--- config.mk ---
export PLATFORM = sky130hd
export DESIGN_NAME = cond_test_eval
export DESIGN_NICKNAME = d
export VERILOG_FILES = /design/src/rtl/cond_test_pkg.sv /design/src/rtl/cond_decode.sv /design/src/rtl/cond_eval.sv /design/src/rtl/cond_test_eval.sv
export SDC_FILE = /design/constraint.sdc
export NUM_CORES = 1
export LEC_CHECK = 0
export CORE_AREA = 2 2 39 41
export DETAILED_ROUTE_END_ITERATION = 12
export DIE_AREA = 0 0 41 43
export PLACE_DENSITY = 0.71
export SETUP_SLACK_MARGIN = 0.5
export SLEW_MARGIN = 40
export SYNTH_ARGS = -nofsm -noshare
export SYNTH_HDL_FRONTEND = slang
export SYNTH_HIERARCHICAL = 1
export SYNTH_SLANG_ARGS = --single-unit
--- constraint.sdc ---
create_clock -name vclk -period 4.15
set_clock_uncertainty 0.15 [all_clocks]
set_input_delay 1.0375 -clock vclk [all_inputs]
set_output_delay 1.0375 -clock vclk [all_outputs]
set_load 0.005 [all_outputs]
--- src/rtl/cond_test_pkg.sv ---
package cond_test_pkg;

  localparam int NUM_TESTED = 7;
  localparam int IDX_CARRY  = 0;
  localparam int IDX_PARITY = 1;
  localparam int IDX_ZERO   = 2;
  localparam int IDX_SIGN   = 3;
  localparam int IDX_OVF    = 4;
  localparam int IDX_ECARRY = 5;
  localparam int IDX_EZERO  = 6;

  typedef enum logic [2:0] {
    K_CONST,  // constant one
    K_FLAG,   // single flag picked by flagSel
    K_ZEXCL,  // not (zero and not emulation-zero)
    K_ULE,    // carry or zero
    K_SLT,    // sign xor overflow
    K_SLE     // (sign xor overflow) or zero
  } testKindT;

  typedef struct packed {
    testKindT   kind;
    logic [2:0] flagSel;
    logic       invert;
    logic       reserved;
  } condStrobeT;

endpackage

--- src/rtl/cond_decode.sv ---
module cond_decode
  import cond_test_pkg::*;
#(
  parameter int SEL_W = 5
) (
  input  logic [SEL_W-1:0] condSel,
  output condStrobeT       strobe
);
  localparam int BASE_W = SEL_W - 1;

  logic [BASE_W-1:0] baseCode;
  assign baseCode = condSel[BASE_W-1:0];

  always_comb begin
    strobe          = '0;
    strobe.kind     = K_CONST;
    strobe.invert   = condSel[SEL_W-1];
    strobe.reserved = 1'b0;
    unique case (baseCode)
      4'd0:  strobe.kind = K_CONST;
      4'd1:  begin strobe.kind = K_FLAG; strobe.flagSel = 3'(IDX_ECARRY); end
      4'd2:  begin strobe.kind = K_FLAG; strobe.flagSel = 3'(IDX_EZERO);  end
      4'd3:  strobe.kind = K_ZEXCL;
      4'd4, 4'd5, 4'd6, 4'd7: strobe.reserved = 1'b1;
      4'd8:  begin strobe.kind = K_FLAG; strobe.flagSel = 3'(IDX_OVF);    end
      4'd9:  begin strobe.kind = K_FLAG; strobe.flagSel = 3'(IDX_CARRY);  end
      4'd10: begin strobe.kind = K_FLAG; strobe.flagSel = 3'(IDX_ZERO);   end
      4'd11: strobe.kind = K_ULE;
      4'd12: begin strobe.kind = K_FLAG; strobe.flagSel = 3'(IDX_SIGN);   end
      4'd13: begin strobe.kind = K_FLAG; strobe.flagSel = 3'(IDX_PARITY); end
      4'd14: strobe.kind = K_SLT;
      default: strobe.kind = K_SLE;
    endcase
  end

  // reserved strobe must never coexist with a non-constant kind
  always_comb begin
    a_r7_reserved_kind: assert (!strobe.reserved || strobe.kind == K_CONST)
      else $error("reserved code decoded to a live test kind");
  end
endmodule

--- src/rtl/cond_eval.sv ---
module cond_eval
  import cond_test_pkg::*;
#(
  parameter int FLAG_W     = 32,
  parameter int CARRY_BIT  = 0,
  parameter int PARITY_BIT = 2,
  parameter int ZERO_BIT   = 6,
  parameter int SIGN_BIT   = 7,
  parameter int OVF_BIT    = 11,
  parameter int ECARRY_BIT = 16,
  parameter int EZERO_BIT  = 17
) (
  input  logic [FLAG_W-1:0] flagWord,
  input  condStrobeT        strobe,
  output logic              condMet,
  output logic              condErr
);
  localparam int POS [NUM_TESTED] = '{CARRY_BIT, PARITY_BIT, ZERO_BIT,
                                      SIGN_BIT, OVF_BIT, ECARRY_BIT, EZERO_BIT};

  logic [NUM_TESTED-1:0] picked;

  for (genvar i = 0; i < NUM_TESTED; i++) begin : g_pick
    if (POS[i] >= FLAG_W) begin : g_absent
      assign picked[i] = 1'b0;
    end else begin : g_present
      assign picked[i] = flagWord[POS[i]];
    end
  end

  logic signedLess;
  logic rawMet;

  assign signedLess = picked[IDX_SIGN] ^ picked[IDX_OVF];

  always_comb begin
    unique case (strobe.kind)
      K_CONST: rawMet = 1'b1;
      K_FLAG:  rawMet = picked[strobe.flagSel];
      K_ZEXCL: rawMet = ~(picked[IDX_ZERO] & ~picked[IDX_EZERO]);
      K_ULE:   rawMet = picked[IDX_CARRY] | picked[IDX_ZERO];
      K_SLT:   rawMet = signedLess;
      K_SLE:   rawMet = signedLess | picked[IDX_ZERO];
      default: rawMet = 1'b1;
    endcase
  end

  assign condErr = strobe.reserved;
  assign condMet = strobe.reserved ? 1'b1 : (rawMet ^ strobe.invert);

  always_comb begin
    // an error verdict always reads as taken
    a_r7_err_forces_one: assert (!condErr || condMet)
      else $error("error raised with condMet low");
    // a set carry makes the unsigned test true
    a_r4_carry_implies_le: assert (!(strobe.kind == K_ULE && picked[IDX_CARRY]) || rawMet)
      else $error("unsigned le false with carry set");
    // equal sign and overflow with zero clear make signed le false
    a_r5_sle_false: assert (!(strobe.kind == K_SLE && !signedLess && !picked[IDX_ZERO]) || !rawMet)
      else $error("signed le true without cause");
    // clear zero flag makes the exclusion test true
    a_r3_zero_clear: assert (!(strobe.kind == K_ZEXCL && !picked[IDX_ZERO]) || rawMet)
      else $error("zero exclusion false with zero clear");
  end
endmodule

--- src/rtl/cond_test_eval.sv ---
module cond_test_eval
  import cond_test_pkg::*;
#(
  parameter int FLAG_W = 32,
  parameter int SEL_W  = 5
) (
  input  logic [FLAG_W-1:0] flagWord,
  input  logic [SEL_W-1:0]  condSel,
  output logic              condMet,
  output logic              condErr
);
  condStrobeT strobe;

  cond_decode #(.SEL_W(SEL_W)) u_decode (
    .condSel (condSel),
    .strobe  (strobe)
  );

  cond_eval #(.FLAG_W(FLAG_W)) u_eval (
    .flagWord (flagWord),
    .strobe   (strobe),
    .condMet  (condMet),
    .condErr  (condErr)
  );

  // the inverted constant never reads as taken
  always_comb begin
    a_r1_never_code: assert (condSel != SEL_W'(16) || (!condMet && !condErr))
      else $error("inverted constant produced a taken verdict");
  end
endmodule

## After elaboration in Yosys (flattened, before gate mapping)

Index checks and enable logic that the tools add are counted.

- Bits in registers: 0

- $lt $le $gt $ge: 1
- Equality and inequality tests: 19
- Multiplexer cells: 7
- Bitwise logic cells: 7
- Reduce and logical (&&, ||, !) cells: 4

Operators by type and width:

| kind | count |
|---|---|
| $eq 4x4->1 const B | 7 |
| $pmux 3 s6 | 1 |
| $eq 4x3->1 const B | 4 |
| $pmux 3 s5 | 1 |
| $eq 4x2->1 const B | 2 |
| $reduce_or 7->1 | 1 |
| $eq 3x2->1 const B | 2 |
| $eq 3x3->1 const B | 2 |
| $pmux 1 s5 | 1 |
| $reduce_or 5->1 | 1 |
| $eq 4x1->1 const B | 1 |
| $logic_not 4->1 | 1 |
| $lt 3x4->1 const B | 1 |
| $reduce_or 4->1 | 1 |
| $bmux 1 s3 | 1 |
| $eq 3x1->1 const B | 1 |
| $mux 1 | 3 |
| $not 1->1 | 2 |
| $or 1x1->1 | 2 |
| $xor 1x1->1 | 2 |
| $and 1x1->1 | 1 |

## Longest topological paths before layout

Gate-level depths: netlist of run 1.

- Depth in word-level cells: 7
- Depth in mapped cells: 7
- Mapped depth without buffers: 6

## By module

Netlist of run 1, hierarchy kept.

By module, submodules not included:

| module | instances | cells an instance | area each (µm²) |
|---|---|---|---|
| cond_eval | 1 | 17 | 143.9 |
| cond_decode | 1 | 20 | 133.9 |

## Least setup slack after synthesis of run 1

Ideal clock, no wire load.

- Kind: input-to-output
- Start point: input port condSel[1]
- End point: output port condMet
- Arrival time: 2858 ps
- Data required time: 2963 ps
- Setup slack: 105 ps
- Stages: 7
- Path through: buf_2 -> nand3b_1 -> a21oi_1 -> mux4_2 -> o211a_1 -> a221oi_2 -> mux2i_1

RTL lines:

| item | line | source |
|---|---|---|
| start: declaration | cond_test_eval.sv:8 | `input logic [SEL_W-1:0] condSel,` |
| end: declaration | cond_test_eval.sv:9 | `output logic condMet,` |

==> results of run 1 <==
## layout by cell type, fill, tap and decap left out, types with 2 or more instances in the layout
cell and instances:
buf_4 17, inv_1 2, nand2_1 2, buf_6 2
mux2i_1 2, o211a_1 2, nor2_1 4, nand3b_1 2
o21ai_0 2, buf_2 3, clkdlybuf4s50_1 9
## layer usage
metal	global-route usage	wire length, um
met1	0.137	341
met2	0.191	369
met3	0	37
met4	0	0
met5	0	0
## power groups by stage
stage / Clock, uW / Sequential [uW] / Combinational [uW]
3_5_place_dp: 0 / 0 / 53.5
5_1_grt: 0 / 0 / 59.6
3_3_place_gp: 0 / 0 / 52.2
6_report: 0 / 0 / 54.8
4_1_cts: 0 / 0 / 54.6
2_1_floorplan: 0 / 0 / 26.2
## cell type report
| class | instances | area (um^2) | share of cell area |
|---|---|---|---|
| inverters | 2 | 7.51 | 0.0140 |
| repair buffers | 31 | 255 | 0.477 |
| multi-input cells | 31 | 253 | 0.472 |
| well taps | 16 | 20.0 | 0.0374 |
## through the flow
step	instance area, um^2	hold slack (ps)	total power (uW)	TNS, ps
after floorplan	292	2160	26.2	0
after global placement	515	2940	52.2	-705
after detailed placement	515	2950	53.5	-746
after CTS	533	2490	54.6	0
after global routing	536	2560	59.6	-7.47
final	536	2490	54.8	0
## logic make-up after synthesis
| family | count (synthesis) | share of synthesized area |
|---|---|---|
| AO/OA/AOI/OAI | 12 | 0.347 |
| XOR/XNOR | 2 | 0.0631 |
| buffers and inverters | 6 | 0.140 |
| multiplexers | 3 | 0.153 |
| AND/OR/NAND/NOR | 14 | 0.297 |
## synth_stat cells (2+ instances only)
library cell | instances | area [um^2]
a21oi_1 | 2 | 10.0
inv_1 | 2 | 7.51
nor2_1 | 4 | 15.0
mux2i_1 | 2 | 20.0
o21ai_0 | 2 | 10.0
nand3b_1 | 2 | 15.0
o211a_1 | 2 | 20.0
buf_4 | 2 | 15.0
nand2_1 | 2 | 7.51
## path summary, 6_finish.rpt
kind       to  depth (start not counted)  slack (ps)
min   condMet                          6        2490
max   condMet                          8          60
## repair_timing
action / in CTS / in global routing
gates cloned: 0 / 0
endpoints found under the setup margin: 2 / 1
setup buffers: 3 / 0
pin swaps: 5 / 3
resized for setup: 22 / 1
==> impl_metrics.tcl, run 1 <==
set metrics [dict create \
    worstHoldStart "condSel[3]" \
    clockPowerShare 0 \
    grt_pass1_vias 338 \
    intPower_uw 34.3 \
    seq_cell_count 0 \
    num-fill-cells 143 \
    ctsHoldBuffers 0 \
    rsz0062_at_grt "true" \
    setup_violations 0 \
    num_vias 353 \
    rows 14 \
    gp_congestion 0.787 \
    slew_viol_final 0 \
    max_freq_mhz 245 \
    ir_worst_vdd_mv 0.0372 \
    synth_area_um2 278 \
    max_slew_margin 0.811 \
    path_class "input port to primary output" \
    worst_path_max_delay_cell "mux4_2" \
    switching_share 0.374 \
    pre_cts_ws_ps -746 \
    synth_fp_nets 74 \
    antenna_cells 0 \
    holdCritPathClass "input port to primary output" \
    cpLargestDelayFamily "compound AO/OA/AOI/OAI gates" \
    fin_cells 80 \
    yosysWarnings 6 \
    seq_power_share 0 \
    p_leak_uw 0.000244 \
    start_util 0.201 \
    drt_pass1_iterations 4 \
    grt_max_degree 8 \
    utilization 0.387 \
    worstSetupStartpointType "input port" \
    viasPerCell 4.41 \
    clock_buffer_count 0 \
    nets 103 \
    synth-seq-area-share 0 \
    yosysUniqueCellTypes 26 \
    drt-total-wl_um 749 \
    crit_start "condSel[1]" \
    register_area_um2 0 \
    die-area_um2 1760 \
    grt_overflow 0 \
    hpwl_um 633 \
    syn_to_final_growth_pct 92.8 \
    coreArea_um2 1380 \
    required_ps 2960 \
    netlist_instances 37 \
    port_buffers 14 \
    path_buf_inv 2 \
    antenna_found_initial 0 \
    drtIter0Drc 4 \
    cp_max_fo 2 \
    crit_chain "buf_6, nand3b_1, a21oi_4, mux4_2, o211a_1, a221oi_2, mux2i_1, buf_2" \
    drv_cap 0 \
    die_h_um 43 \
    detail-route-antenna-nets 0 \
    p_switching_uw 20.5 \
    die_x_um 41 \
    fin_crit_sh 0.985 \
    end_kind "primary output" \
    grt_use_total 0.104 \
    wire_per_inst_um 9.36 \
    syn_area_per_cell_um2 7.51 \
    status "complete, no violations" \
    worstPathArrival_ps 2900 \
    drc 0 \
    tightest_slew_ps 282 \
    placed_cells 77 \
    power_frac_comb 1.000 \
    drive_above_1_share 0.422 \
    io_pins 39 \
    slowest_delay_ps 510 \
    finalHoldViolCount 0 \
    min_period_ps 4090 \
    power_per_cell_area_nw_per_um2 102 \
    grt_pass1_wl_um 1370 \
    fin_ws_ps 64.0 \
]
Power figures use the tool's default switching activity.
==> run 2, diff against run 1 <==
Settings changed: GPL_ROUTABILITY_DRIVEN set to 0.
==> results of run 2 <==
The final DEF is identical to that of run 1; final timing and power are the same.
